File: config.mk
export PLATFORM = sky130hd
export DESIGN_NAME = dilated_circuit_switch
export DESIGN_NICKNAME = d
export VERILOG_FILES = /design/src/rtl/dilated_circuit_switch.sv
export SDC_FILE = /design/constraint.sdc
export NUM_CORES = 1
export LEC_CHECK = 0
export CAP_MARGIN = 10
export CORE_MARGIN = 2
export CORE_UTILIZATION = 48
export CTS_BUF_LIST = sky130_fd_sc_hd__clkbuf_8
export CTS_CLUSTER_DIAMETER = 200
export DETAILED_ROUTE_END_ITERATION = 6
export PLACE_DENSITY_LB_ADDON = 0.05
export REMOVE_ABC_BUFFERS = 1
export SYNTH_ARGS = -nofsm -noshare
export SYNTH_HDL_FRONTEND = slang
export SYNTH_SLANG_ARGS = --single-unit
export TNS_END_PERCENT = 100
File: constraint.sdc
create_clock -name clk -period 3.42 [get_ports clk]
set_clock_uncertainty 0.1 [all_clocks]
set_input_delay 0.342 -clock clk [delete_from_list [all_inputs] [get_ports clk]]
set_output_delay 0.342 -clock clk [all_outputs]
set_load 0.1 [all_outputs]
File: src/rtl/dilated_circuit_switch.sv
module dilated_circuit_switch #(
  parameter int N_IN = 4,
  parameter int HDR_W = 4,
  parameter int DATA_W = 8,
  parameter int LFSR_W = 8,
  parameter logic [LFSR_W-1:0] LFSR_TAPS = 8'hB8,
  parameter logic [LFSR_W-1:0] LFSR_SEED = 8'h5A
) (
  input  logic                     clk,
  input  logic                     rst_n,
  input  logic [N_IN-1:0]          req_i,
  input  logic [N_IN-1:0]          close_i,
  input  logic [N_IN*HDR_W-1:0]    hdr_i,
  input  logic [N_IN*DATA_W-1:0]   din_i,
  output logic [N_IN-1:0]          drop_o,
  output logic [N_IN-1:0]          link_o,
  output logic [N_IN*2-1:0]        port_o,
  output logic [3:0]               busy_o,
  output logic [3:0]               setup_o,
  output logic [4*HDR_W-1:0]       hdr_o,
  output logic [4*DATA_W-1:0]      dout_o
);
  localparam int IW = (N_IN > 1) ? $clog2(N_IN) : 1;

  logic [LFSR_W-1:0] lfsr;
  logic [IW-1:0]     own_q [4];
  logic [1:0]        port_q [N_IN];
  logic [HDR_W-1:0]  fwd [N_IN];
  logic [DATA_W-1:0] dat [N_IN];
  logic [1:0]        avail [N_IN];
  logic [1:0]        gport [N_IN];
  logic [IW-1:0]     gsrc [4];
  logic [N_IN-1:0]   grant, drop_n;
  logic [3:0]        taken, rel;

  for (genvar i = 0; i < N_IN; i++) begin : g_in
    assign fwd[i] = hdr_i[i*HDR_W +: HDR_W] >> 1;
    assign dat[i] = din_i[i*DATA_W +: DATA_W];
    assign port_o[i*2 +: 2] = port_q[i];
  end

  always_comb begin
    taken = '0;
    grant = '0;
    drop_n = '0;
    for (int o = 0; o < 4; o++) gsrc[o] = '0;
    for (int i = 0; i < N_IN; i++) begin
      logic dir, sel;
      dir = hdr_i[i*HDR_W];
      avail[i] = dir ? ~(busy_o[3:2] | taken[3:2]) : ~(busy_o[1:0] | taken[1:0]);
      sel = (&avail[i]) ? lfsr[i % LFSR_W] : avail[i][1];
      gport[i] = {dir, sel};
      if (req_i[i] && !link_o[i]) begin
        if (|avail[i]) begin
          grant[i] = 1'b1;
          taken[{dir, sel}] = 1'b1;
          gsrc[{dir, sel}] = IW'(i);
        end else begin
          drop_n[i] = 1'b1;
        end
      end
    end
  end

  always_comb
    for (int o = 0; o < 4; o++) begin
      rel[o] = busy_o[o] & close_i[own_q[o]];
      dout_o[o*DATA_W +: DATA_W] = busy_o[o] ? dat[own_q[o]] : '0;
    end

  always_ff @(posedge clk) begin
    if (!rst_n) begin
      lfsr    <= LFSR_SEED;
      busy_o  <= '0;
      setup_o <= '0;
      hdr_o   <= '0;
      drop_o  <= '0;
      link_o  <= '0;
      for (int o = 0; o < 4; o++) own_q[o] <= '0;
      for (int i = 0; i < N_IN; i++) port_q[i] <= '0;
    end else begin
      lfsr    <= (lfsr >> 1) ^ (lfsr[0] ? LFSR_TAPS : '0);
      busy_o  <= (busy_o & ~rel) | taken;
      setup_o <= taken;
      drop_o  <= drop_n;
      for (int o = 0; o < 4; o++)
        if (taken[o]) begin
          own_q[o] <= gsrc[o];
          hdr_o[o*HDR_W +: HDR_W] <= fwd[gsrc[o]];
        end
      for (int i = 0; i < N_IN; i++)
        if (grant[i]) begin
          link_o[i] <= 1'b1;
          port_q[i] <= gport[i];
        end else if (link_o[i] && close_i[i]) begin
          link_o[i] <= 1'b0;
          port_q[i] <= '0;
        end
    end
  end

  for (genvar i = 0; i < N_IN; i++) begin : g_chk_in
    logic [3:0] mine;
    always_comb
      for (int o = 0; o < 4; o++) mine[o] = busy_o[o] && (own_q[o] == IW'(i));

    a_r4_one_port_per_input: assert property (@(posedge clk) disable iff (!rst_n)
      $countones(mine) == int'(link_o[i]));
    a_r2_dir_follows_bit: assert property (@(posedge clk) disable iff (!rst_n)
      $rose(link_o[i]) |-> port_o[i*2+1] == $past(hdr_i[i*HDR_W]));
    a_r6_drop_only_when_full: assert property (@(posedge clk) disable iff (!rst_n)
      drop_o[i] |-> ($past(hdr_i[i*HDR_W]) ? &$past(busy_o[3:2] | taken[3:2])
                                           : &$past(busy_o[1:0] | taken[1:0])));
    a_r9_close_frees: assert property (@(posedge clk) disable iff (!rst_n)
      link_o[i] && close_i[i] |=> !link_o[i]);
    a_r10_linked_holds: assert property (@(posedge clk) disable iff (!rst_n)
      link_o[i] && !close_i[i] |=> link_o[i] && $stable(port_o[i*2 +: 2]) && !drop_o[i]);
  end

  for (genvar o = 0; o < 4; o++) begin : g_chk_out
    a_r3_setup_on_free: assert property (@(posedge clk) disable iff (!rst_n)
      setup_o[o] |-> busy_o[o] && !$past(busy_o[o]));
    a_r3_setup_single: assert property (@(posedge clk) disable iff (!rst_n)
      setup_o[o] |=> !setup_o[o]);
  end
endmodule

==> results of run 1 <==
-- power by group through the flow --
stage | sequential (mW) | combinational [mW] | clock (mW)
finish | 0.874 | 1.77 | 0.571
global route | 0.896 | 1.86 | 0.603
CTS | 0.876 | 1.77 | 0.582
detailed placement | 0.890 | 1.77 | 0
global placement | 0.888 | 1.76 | 0
floorplan | 1.31 | 0.883 | 0
-- flip-flops by register name, indices dropped and copies added (netlist names) --
signal   cells
setup_o      4
hdr_o       12
link_o       4
own_q        8
lfsr         8
busy_o       4
port_q       8
drop_o       4
-- worst paths after layout --
check | end | start | cells after the start | slack, ns
hold reg to reg | lfsr[6] | lfsr[7] | 1 | 0.33
hold / removal | lfsr[6] | lfsr[7] | 1 | 0.33
setup / recovery | port_q[3][0] | hdr_i[0] | 9 | 0.53
setup reg to reg | own_q[1][0] | lfsr[1] | 7 | 0.60
-- cell families (layout without fill, tap and decap cells) --
family	after synthesis	after routing	share of synthesized area [%]
multiplexers	46	46	23.1
buffers and inverters	38	155	4.53
AND/OR/NAND/NOR	176	176	24.6
other	1	4	0.0949
AO/OA/AOI/OAI	91	91	16.6
XOR/XNOR	3	3	0.665
flip-flops	52	52	30.4
-- worst reg2reg max path, cell delays in order, from the launching register on --
cell      delay (ns)
dfxtp_1         0.57
nor4b_1         0.48
a311oi_4        0.10
o31ai_2         0.43
a211oi_1        0.15
or2_2           0.35
nor3b_2         0.24
nand2_1         0.12
-- layout make-up --
cell class | instances | share of cell area (%)
multi-input cells | 320 | 48.0
repair buffers | 140 | 23.7
flip-flops and latches | 52 | 22.4
well taps | 105 | 2.45
clock inverters | 3 | 1.68
clock buffers | 5 | 1.28
inverters | 7 | 0.489
-- cells in the final DEF (no fill, tap or decap), types with 3 or more instances in the layout --
cell type and n:
nand3b_1 4, a21o_1 3, a221oi_1 3, conb_1 4, a211oi_1 3, and3_1 3, a22oi_1 5, or3_1 5
dfxtp_1 36, nand2b_1 14, mux2i_1 9, inv_1 7, clkbuf_8 5, edfxtp_1 16, nand2_1 33, nand3_1 4
clkdlybuf4s50_1 89, and3b_1 5, nor2_1 34, xnor2_1 3, bufinv_16 3, nor2b_1 9, a21oi_1 22, o221ai_1 3
and2_1 39, mux4_2 36, or2_2 3, nor3_1 9, o21ai_0 14, a211o_1 7, o2bb2ai_1 3, buf_4 51
a31oi_1 10, o21ai_2 3, o31ai_1 3
-- metal layers --
metal | vias up | track usage, % | part of all wire (%)
met5 | - | 0 | 0
met1 | 1750 | 33.7 | 40
met4 | 0 | 7.13 | 1.6
met3 | 21 | 3.59 | 8.3
met2 | 186 | 45.4 | 50
li1 | 1764 | - | -
==> impl_metrics.env, run 1 <==
export IMPL_synth_edff_count=16
export IMPL_worst_path_max_delay_cell="a31oi_1"
export IMPL_seq_area_sq_um=1200
export IMPL_post_cts_resized=0
export IMPL_drt_wl_total_um=11300
export IMPL_viasPerCell=5.89
export IMPL_ys_top_cells_by_area="mux4_2 21%, dfxtp_1 18%, edfxtp_1 12%, and2_1 6.2%, nor2_1 3.2%"
export IMPL_tritoncts="done"
export IMPL_p_total_mw=3.22
export IMPL_pwr_share_seq_pct=27.1
export IMPL_multiInputGateArea_sq_um=2580
export IMPL_finalCriticalPeriod_ns=2.89
export IMPL_comb_power_share_pct=55.1
export IMPL_final_max_slew_viol_count=0
export IMPL_diodes=0
export IMPL_relSlewSlack_pct=33.0
export IMPL_drc=0
export IMPL_yosysSeqAreaShare_pct=30.4
export IMPL_syn_avg_cell_area_sq_um=9.71
export IMPL_initial_core_util_pct=48.8
export IMPL_status="complete, no violations"
export IMPL_netlist_area_sq_um=3950
export IMPL_cp_required_ns=3.38
export IMPL_gp_congestion=0.929
export IMPL_async_flop_share_pct=0
export IMPL_dieArea_sq_um=8970
export IMPL_cts_buffers_inserted=5
export IMPL_synthTopCellsByCount="39 x and2_1, 36 x dfxtp_1, 36 x mux4_2"
export IMPL_critPathBufInv=2
export IMPL_whs_ns=0.326
export IMPL_cp_end_kind="flop"
export IMPL_synth_top_area_share_pct=20.5
export IMPL_max_freq_mhz=347
export IMPL_grt_overflow_total=0
export IMPL_cp_arrival_ns=2.85
export IMPL_switching_power_mw=1.56
export IMPL_finalNonFillerCells=632
export IMPL_path_cells="clkdlybuf4s50_1, buf_4, nor3b_2, a21oi_1, a31oi_1, nor2_1, a21oi_1, nand2_1, a221o_1"
export IMPL_insertion_delay_ns=0.31
export IMPL_antenna_found_initial=0
export IMPL_drtAntennaViolNets=0
export IMPL_cts_root_buffer="clkbuf_8"
export IMPL_synth_seq_cells=52
export IMPL_place_hpwl_um=8680
export IMPL_yosysWarnings=0
export IMPL_ys_types=57
export IMPL_internal_power_mw=1.66
export IMPL_grt_pass1_vias=3606
export IMPL_postCtsSetupBuffers=0
export IMPL_drv_cap=0
export IMPL_path_max_fanout=7
export IMPL_power_switching_share_pct=48.5
export IMPL_max_clock_path_buffers=2
export IMPL_peakVddDrop_mv=0.292
export IMPL_dpl_cell_count=624
export IMPL_power_density_nw_per_um2=599
export IMPL_worstSetupPathType="in -> reg"
export IMPL_n_fill_cell=682
export IMPL_crit_family="compound AO/OA/AOI/OAI gates"
export IMPL_grt_max_degree=35
export IMPL_h_tree_depth=2
export IMPL_post_synth_top_count_cell="and2_1"
export IMPL_min_period_over_period_pct=84.4
export IMPL_place_area_sq_um=5210
export IMPL_dr_pass1_iters=5
export IMPL_design_area_sq_um=5370
export IMPL_startpoint_type="primary input"
export IMPL_ctsHoldBuffers=0
export IMPL_coreArea_sq_um=8090
export IMPL_cts_clk_slew_worst_paths_ns=0.10
export IMPL_final_setup_worst_slack_ns=0.534
export IMPL_grt_setup_unrepaired="no"
export IMPL_slowest_delay_ns=0.45
export IMPL_die_x_um=94.7
export IMPL_cts_sinks=52
export IMPL_setup_viol_count_final=0
export IMPL_port_buffers=125
export IMPL_p_leak_nw=2.07
export IMPL_grt_pass1_wl_um=18000
export IMPL_synthFlopType="dfxtp_1"
export IMPL_dp_worst_setup_slack_ns=0.258
export IMPL_num_rows=33
export IMPL_syn_to_final_growth_pct=36.0
export IMPL_fin_setup_tns_ns=0
export IMPL_drt_iter0_markers=284
export IMPL_fp_dieH_um=94.7
export IMPL_crit_top_cell="a21oi_1"
export IMPL_worst_slew_pin_slew_ns=1.00
export IMPL_hold_viol_final=0
export IMPL_hp_class="reg -> reg"
export IMPL_power_share_clock_pct=17.7
export IMPL_final_nets=584
export IMPL_synth_top_area_cell="mux4_2"
export IMPL_num_vias=3721
export IMPL_final_layout_size_suffix_gt1_share_pct=20.9
export IMPL_netlist_instances=407
export IMPL_routedWlPerCell_um=17.9
export IMPL_track_usage_pct=25.9
export IMPL_ios=130
export IMPL_final_util_pct=66.4
Note: power is estimated with default switching activity, not from simulation.
==> run 2, diff against run 1 <==
--- a/config.mk
+++ b/config.mk
@@ -7,7 +7,7 @@
 export LEC_CHECK = 0
 export CAP_MARGIN = 10
 export CORE_MARGIN = 2
-export CORE_UTILIZATION = 48
+export CORE_UTILIZATION = 43
 export CTS_BUF_LIST = sky130_fd_sc_hd__clkbuf_8
 export CTS_CLUSTER_DIAMETER = 200
 export DETAILED_ROUTE_END_ITERATION = 6
==> constraint.sdc (replaced) <==
create_clock -name clk -period 2.4 [get_ports clk]
set_clock_uncertainty 0.1 [all_clocks]
set_input_delay 0.24 -clock clk [delete_from_list [all_inputs] [get_ports clk]]
set_output_delay 0.24 -clock clk [all_outputs]
set_load 0.1 [all_outputs]
==> run 2 against run 1 <==
The run now ends with negative setup slack left. Critical path type is now reg -> reg. Clock power barely moved. Sequential share of layout area fell by 3.5 points. Total power rose by 54%. Routed wire length rose by 21%. Largest cell class unchanged. Register-to-register slack got worse by 0.69 ns. Setup slack got worse by 0.63 ns. Cell area rose by 19%.
==> impl_metrics.env, run 2 (synthesized netlist as in run 1, its figures left out) <==
export IMPL_peakVddDrop_mv=0.506
export IMPL_regMostFlops="hdr_o"
export IMPL_power_density_nw_per_um2=774
export IMPL_drt_iter0_markers=244
export IMPL_hp_class="reg -> reg"
export IMPL_cp_end_kind="flop"
export IMPL_num_vias=4091
export IMPL_cts_sinks=52
export IMPL_final_util_pct=72.7
export IMPL_syn_to_final_growth_pct=62.1
export IMPL_final_nets=650
export IMPL_drtAntennaViolNets=0
export IMPL_routedWlPerCell_um=19.5
export IMPL_port_buffers=125
export IMPL_final_common_cell="buf_4"
export IMPL_max_freq_mhz=401
export IMPL_min_period_over_period_pct=104
export IMPL_path_cells="or4b_1, o211ai_1, a31oi_1, buf_4, o2111a_1, or2_4, nor3b_2, nand2_1"
export IMPL_path_max_fanout=4
export IMPL_place_hpwl_um=10200
export IMPL_hold_viol_final=0
export IMPL_antenna_found_initial=0
export IMPL_dr_pass1_iters=5
export IMPL_die_x_um=99.8
export IMPL_largest_register_ffs=12
export IMPL_ios=130
export IMPL_final_max_slew_viol_count=0
export IMPL_h_tree_depth=2
export IMPL_p_leak_nw=2.60
export IMPL_grt_setup_unrepaired="yes"
export IMPL_tritoncts="done"
export IMPL_critPathBufInv=1
export IMPL_gp_congestion=1.07
export IMPL_p_total_mw=4.96
export IMPL_initial_core_util_pct=44.9
export IMPL_insertion_delay_ns=0.32
export IMPL_grt_pass1_wl_um=20900
export IMPL_startpoint_type="flop"
export IMPL_dp_worst_setup_slack_ns=-0.553
export IMPL_cts_clk_slew_worst_paths_ns=0.12
export IMPL_dieArea_sq_um=9970
export IMPL_relSlewSlack_pct=56.3
export IMPL_grt_overflow_total=0
export IMPL_violations="negative setup slack"
export IMPL_cp_arrival_ns=2.47
export IMPL_final_setup_worst_slack_ns=-0.0947
export IMPL_crit_family="simple AND/OR/NAND/NOR gates"
export IMPL_grt_pass1_vias=3880
export IMPL_worstSetupPathType="reg -> reg"
export IMPL_mostFrequentLayoutCells="109 x buf_4, 53 x clkdlybuf4s50_1, 38 x and2_1"
export IMPL_track_usage_pct=26.6
export IMPL_cts_buffers_inserted=5
export IMPL_viasPerCell=5.84
export IMPL_coreArea_sq_um=8810
export IMPL_max_clock_path_buffers=2
export IMPL_ctsHoldBuffers=0
export IMPL_diodes=0
export IMPL_finalCriticalPeriod_ns=2.49
export IMPL_drv_cap=0
export IMPL_worst_path_max_delay_cell="or4b_1"
export IMPL_grt_max_degree=35
export IMPL_slowest_delay_ns=0.49
export IMPL_worst_slew_pin_slew_ns=0.654
export IMPL_cp_required_ns=2.37
export IMPL_cts_root_buffer="clkbuf_8"
export IMPL_final_layout_size_suffix_gt1_share_pct=43.0
export IMPL_fp_dieH_um=99.8
export IMPL_drc=0
export IMPL_drt_wl_total_um=13700
export IMPL_num_rows=34
export IMPL_setup_viol_count_final=13
export IMPL_status="finished with violations"
==> run 2: changes by cell type in the layout (fill, tap and decap cells not counted), moves of 5 or more <==
cell             previous run  this run
nor2_2                      0         5
buf_6                       0         7
dfxtp_1                    36        31
buf_12                      0        33
buf_4                      51       109
a21oi_1                    22        15
nor2_1                     34        29
o21ai_0                    14         7
a21oi_2                     0         5
clkdlybuf4s50_1            89        53
==> run 2: path summary, 6_finish.rpt <==
path	depth (start not counted)	end	from	slack [ns]
setup / recovery	8	own_q[1][1]	busy_o[1]	-0.09
hold / removal	1	lfsr[6]	lfsr[7]	0.33
setup reg to reg	8	own_q[1][1]	busy_o[1]	-0.09
hold reg to reg	1	lfsr[6]	lfsr[7]	0.33
==> run 2: area by class of cell <==
class                   count  area [sq um]
well taps                 108           135
inverters                   7          26.3
fillers                   649          2400
repair buffers            206          2130
multi-input cells         320          2810
flip-flops and latches     52          1210
clock inverters             3          28.8
clock buffers               5          68.8
==> run 2: per-stage QoR <==
stage          hold slack, ns  instances  setup TNS [ns]  cell area, sq um
6_report                0.331        701          -0.448              6400
3_3_place_gp            0.293        684          -16.28              5980
3_5_place_dp            0.316        684          -18.97              5980
4_1_cts                 0.336        701          -0.518              6240
5_1_grt                 0.358        701           -1.91              6400
2_1_floorplan           0.202        379          -23.77              3810
==> run 2: per-layer routing <==
layer  up-vias  GRT usage (%)  wire length, um
met5         -              0                0
met4         0           6.11              200
met3        23           3.27              917
met2       201           44.9             6650
met1      1967           36.9             5920
li1       1900              -                -
==> run 2: timing repair <==
item	in CTS	in global routing
resized for setup	33	42
setup endpoints to repair	39	45
pin swaps	15	14
buffers inserted	9	1
endpoints found under the hold margin	0	0
gates cloned	0	0
==> run 2: power breakdown <==
part / leakage, nW / internal [mW] / switching, mW / total [mW]
clock network: 0.0511 / 0.221 / 0.350 / 0.571
logic: 2.08 / 1.20 / 2.01 / 3.21
registers: 0.473 / 1.05 / 0.129 / 1.17
==> run 3, diff against run 2 <==
--- a/config.mk
+++ b/config.mk
@@ -6,6 +6,7 @@
 export NUM_CORES = 1
 export LEC_CHECK = 0
 export CAP_MARGIN = 10
+export CORE_ASPECT_RATIO = 1.25
 export CORE_MARGIN = 2
 export CORE_UTILIZATION = 43
 export CTS_BUF_LIST = sky130_fd_sc_hd__clkbuf_8
@@ -13,6 +14,7 @@
 export DETAILED_ROUTE_END_ITERATION = 6
 export PLACE_DENSITY_LB_ADDON = 0.05
 export REMOVE_ABC_BUFFERS = 1
+export SLEW_MARGIN = 20
 export SYNTH_ARGS = -nofsm -noshare
 export SYNTH_HDL_FRONTEND = slang
 export SYNTH_SLANG_ARGS = --single-unit
==> run 3 against run 2 <==
Sequential power barely moved. The run still ends with negative setup slack left. Combinational power barely moved. Critical path depth rose by 3. Fmax fell by 0.48%. Routed wire length rose by 0.32%. Critical endpoint is now hdr_o[0]. Global-route usage rose by 0.48 points. Die area barely moved. Final cell count rose by 4.4%. Setup slack got worse by 0.012 ns. Non-clock buffer count rose by 16. Flip-flop and latch count did not move. Clock-buffer cell count rose by 2.
==> impl_metrics.env, run 3 (synthesized netlist as in run 1, its figures left out) <==
export IMPL_status="finished with violations"
export IMPL_violations="negative setup slack"
export IMPL_setup_viol_count_final=17
export IMPL_hp_class="reg -> reg"
export IMPL_antenna_found_initial=0
export IMPL_drv_cap=0
export IMPL_coreArea_sq_um=9030
export IMPL_cp_end_kind="flop"
export IMPL_largest_register_ffs=12
export IMPL_worstSetupPathType="reg -> reg"
export IMPL_cts_root_buffer="clkbuf_8"
export IMPL_top_usage_layer="met2"
export IMPL_final_layout_size_suffix_gt1_share_pct=42.9
export IMPL_final_max_slew_viol_count=0
export IMPL_max_freq_mhz=399
export IMPL_drt_wl_total_um=13700
export IMPL_peakVddDrop_mv=0.440
export IMPL_worst_slew_pin_slew_ns=0.512
export IMPL_fp_dieH_um=111
export IMPL_track_usage_pct=27.1
export IMPL_diodes=0
export IMPL_globalRouteMet2Util_pct=49.5
export IMPL_whs_ns=0.317
export IMPL_tritoncts="done"
export IMPL_regMostFlops="hdr_o"
export IMPL_ios=130
export IMPL_path_max_fanout=6
export IMPL_min_period_over_period_pct=104
export IMPL_final_common_cell="buf_4"
export IMPL_drc=0
export IMPL_endpoint="hdr_o[0]"
export IMPL_use_met1_pct=31.8
export IMPL_fin_setup_tns_ns=-0.994
export IMPL_hold_viol_final=0
export IMPL_dpl_cell_count=715
export IMPL_viasPerCell=5.67
export IMPL_grt_max_degree=35
export IMPL_cp_required_ns=2.52
export IMPL_num_vias=4149
export IMPL_p_total_mw=4.96
export IMPL_dr_pass1_iters=5
export IMPL_h_tree_depth=2
export IMPL_grt_overflow_total=0
export IMPL_gp_congestion=0.931
export IMPL_cts_sinks=52
export IMPL_grt_pass1_vias=4151
export IMPL_initial_core_util_pct=43.8
export IMPL_rrSetupSlack_ns=-0.11
export IMPL_use_met3_pct=4.55
export IMPL_mostFrequentLayoutCells="124 x buf_4, 53 x clkdlybuf4s50_1, 39 x and2_1"
export IMPL_syn_to_final_growth_pct=64.2
export IMPL_relSlewSlack_pct=65.9
export IMPL_drtAntennaViolNets=0
export IMPL_reg2reg_depth=11
export IMPL_cts_clk_slew_worst_paths_ns=0.10
export IMPL_cts_buffers_inserted=5
export IMPL_place_hpwl_um=10400
export IMPL_final_setup_worst_slack_ns=-0.107
export IMPL_die_x_um=89.7
export IMPL_final_nets=666
export IMPL_reg2reg_to="hdr_o[0]"
export IMPL_insertion_delay_ns=0.33
export IMPL_port_buffers=125
export IMPL_cp_startpoint="busy_o[1]"
export IMPL_startpoint_type="flop"
export IMPL_max_clock_path_buffers=2
export IMPL_drt_iter0_markers=243
export IMPL_num_rows=39
export IMPL_finalCriticalPeriod_ns=2.51
export IMPL_power_density_nw_per_um2=764
export IMPL_grt_setup_unrepaired="yes"
export IMPL_finalNonFillerCells=732
export IMPL_r2r_start="busy_o[1]"
export IMPL_grt_pass1_wl_um=21700
export IMPL_p_leak_nw=2.65
export IMPL_cp_arrival_ns=2.62
export IMPL_dieArea_sq_um=9970
export IMPL_routedWlPerCell_um=18.8
-- run 3: metal layers --
layer  share of wire [%]  up-vias
li1                    -     1927
met1                  39     2011
met2                  53      189
met3                 6.1       22
met4                 2.4        0
met5                   0        -
-- run 3: metrics by stage --
stage / cell area (sq um) / utilization [%] / setup slack (ns)
floorplan: 3810 / - / -0.827
global placement: 6100 / 67.6 / -0.538
detailed placement: 6100 / 67.6 / -0.589
CTS: 6350 / 70.4 / -0.0891
global route: 6480 / 71.8 / -0.179
finish: 6480 / 71.8 / -0.107
-- run 3: worst min-delay path by stage --
stage / slack, ns / endpoint / depth (start not counted) / startpoint
final: 0.32 / lfsr[6] / 1 / lfsr[7]
after global routing: 0.34 / lfsr[6] / 1 / lfsr[7]
after CTS: 0.32 / lfsr[6] / 1 / lfsr[7]
after detailed placement: 0.30 / lfsr[6] / 1 / lfsr[7]
after global placement: 0.29 / lfsr[6] / 1 / lfsr[7]
after floorplan: 0.20 / lfsr[3] / 1 / rst_n
-- run 3: layout make-up --
class,instances,area [sq um]
fillers,669,2540
clock inverters,1,3.75
multi-input cells,320,2750
repair buffers,222,2250
inverters,7,26.3
well taps,123,154
clock buffers,7,96.3
flip-flops and latches,52,1210
-- run 3: timing repair --
action                                 4_1_cts  5_1_grt
pin swaps                                   15       12
gates resized for setup                     34       29
endpoints found under the hold margin        0        0
buffers inserted                             6        3
hold buffers                                 0        0
setup endpoints to repair                   35       40
-- run 3: worst max-delay path, stage by stage, from the launching register on --
cell,delay [ns]
dfxtp_2,0.35
buf_6,0.12
nor4b_4,0.24
buf_4,0.15
a311oi_4,0.05
o31ai_4,0.40
buf_12,0.15
a311oi_4,0.10
or3_4,0.44
buf_6,0.14
o21ai_2,0.10
a31oi_1,0.05
-- run 3: where the power goes --
part	switching, mW	internal, mW
registers	0.128	1.05
clock network	0.308	0.260
logic	1.99	1.23
total	2.42	2.53
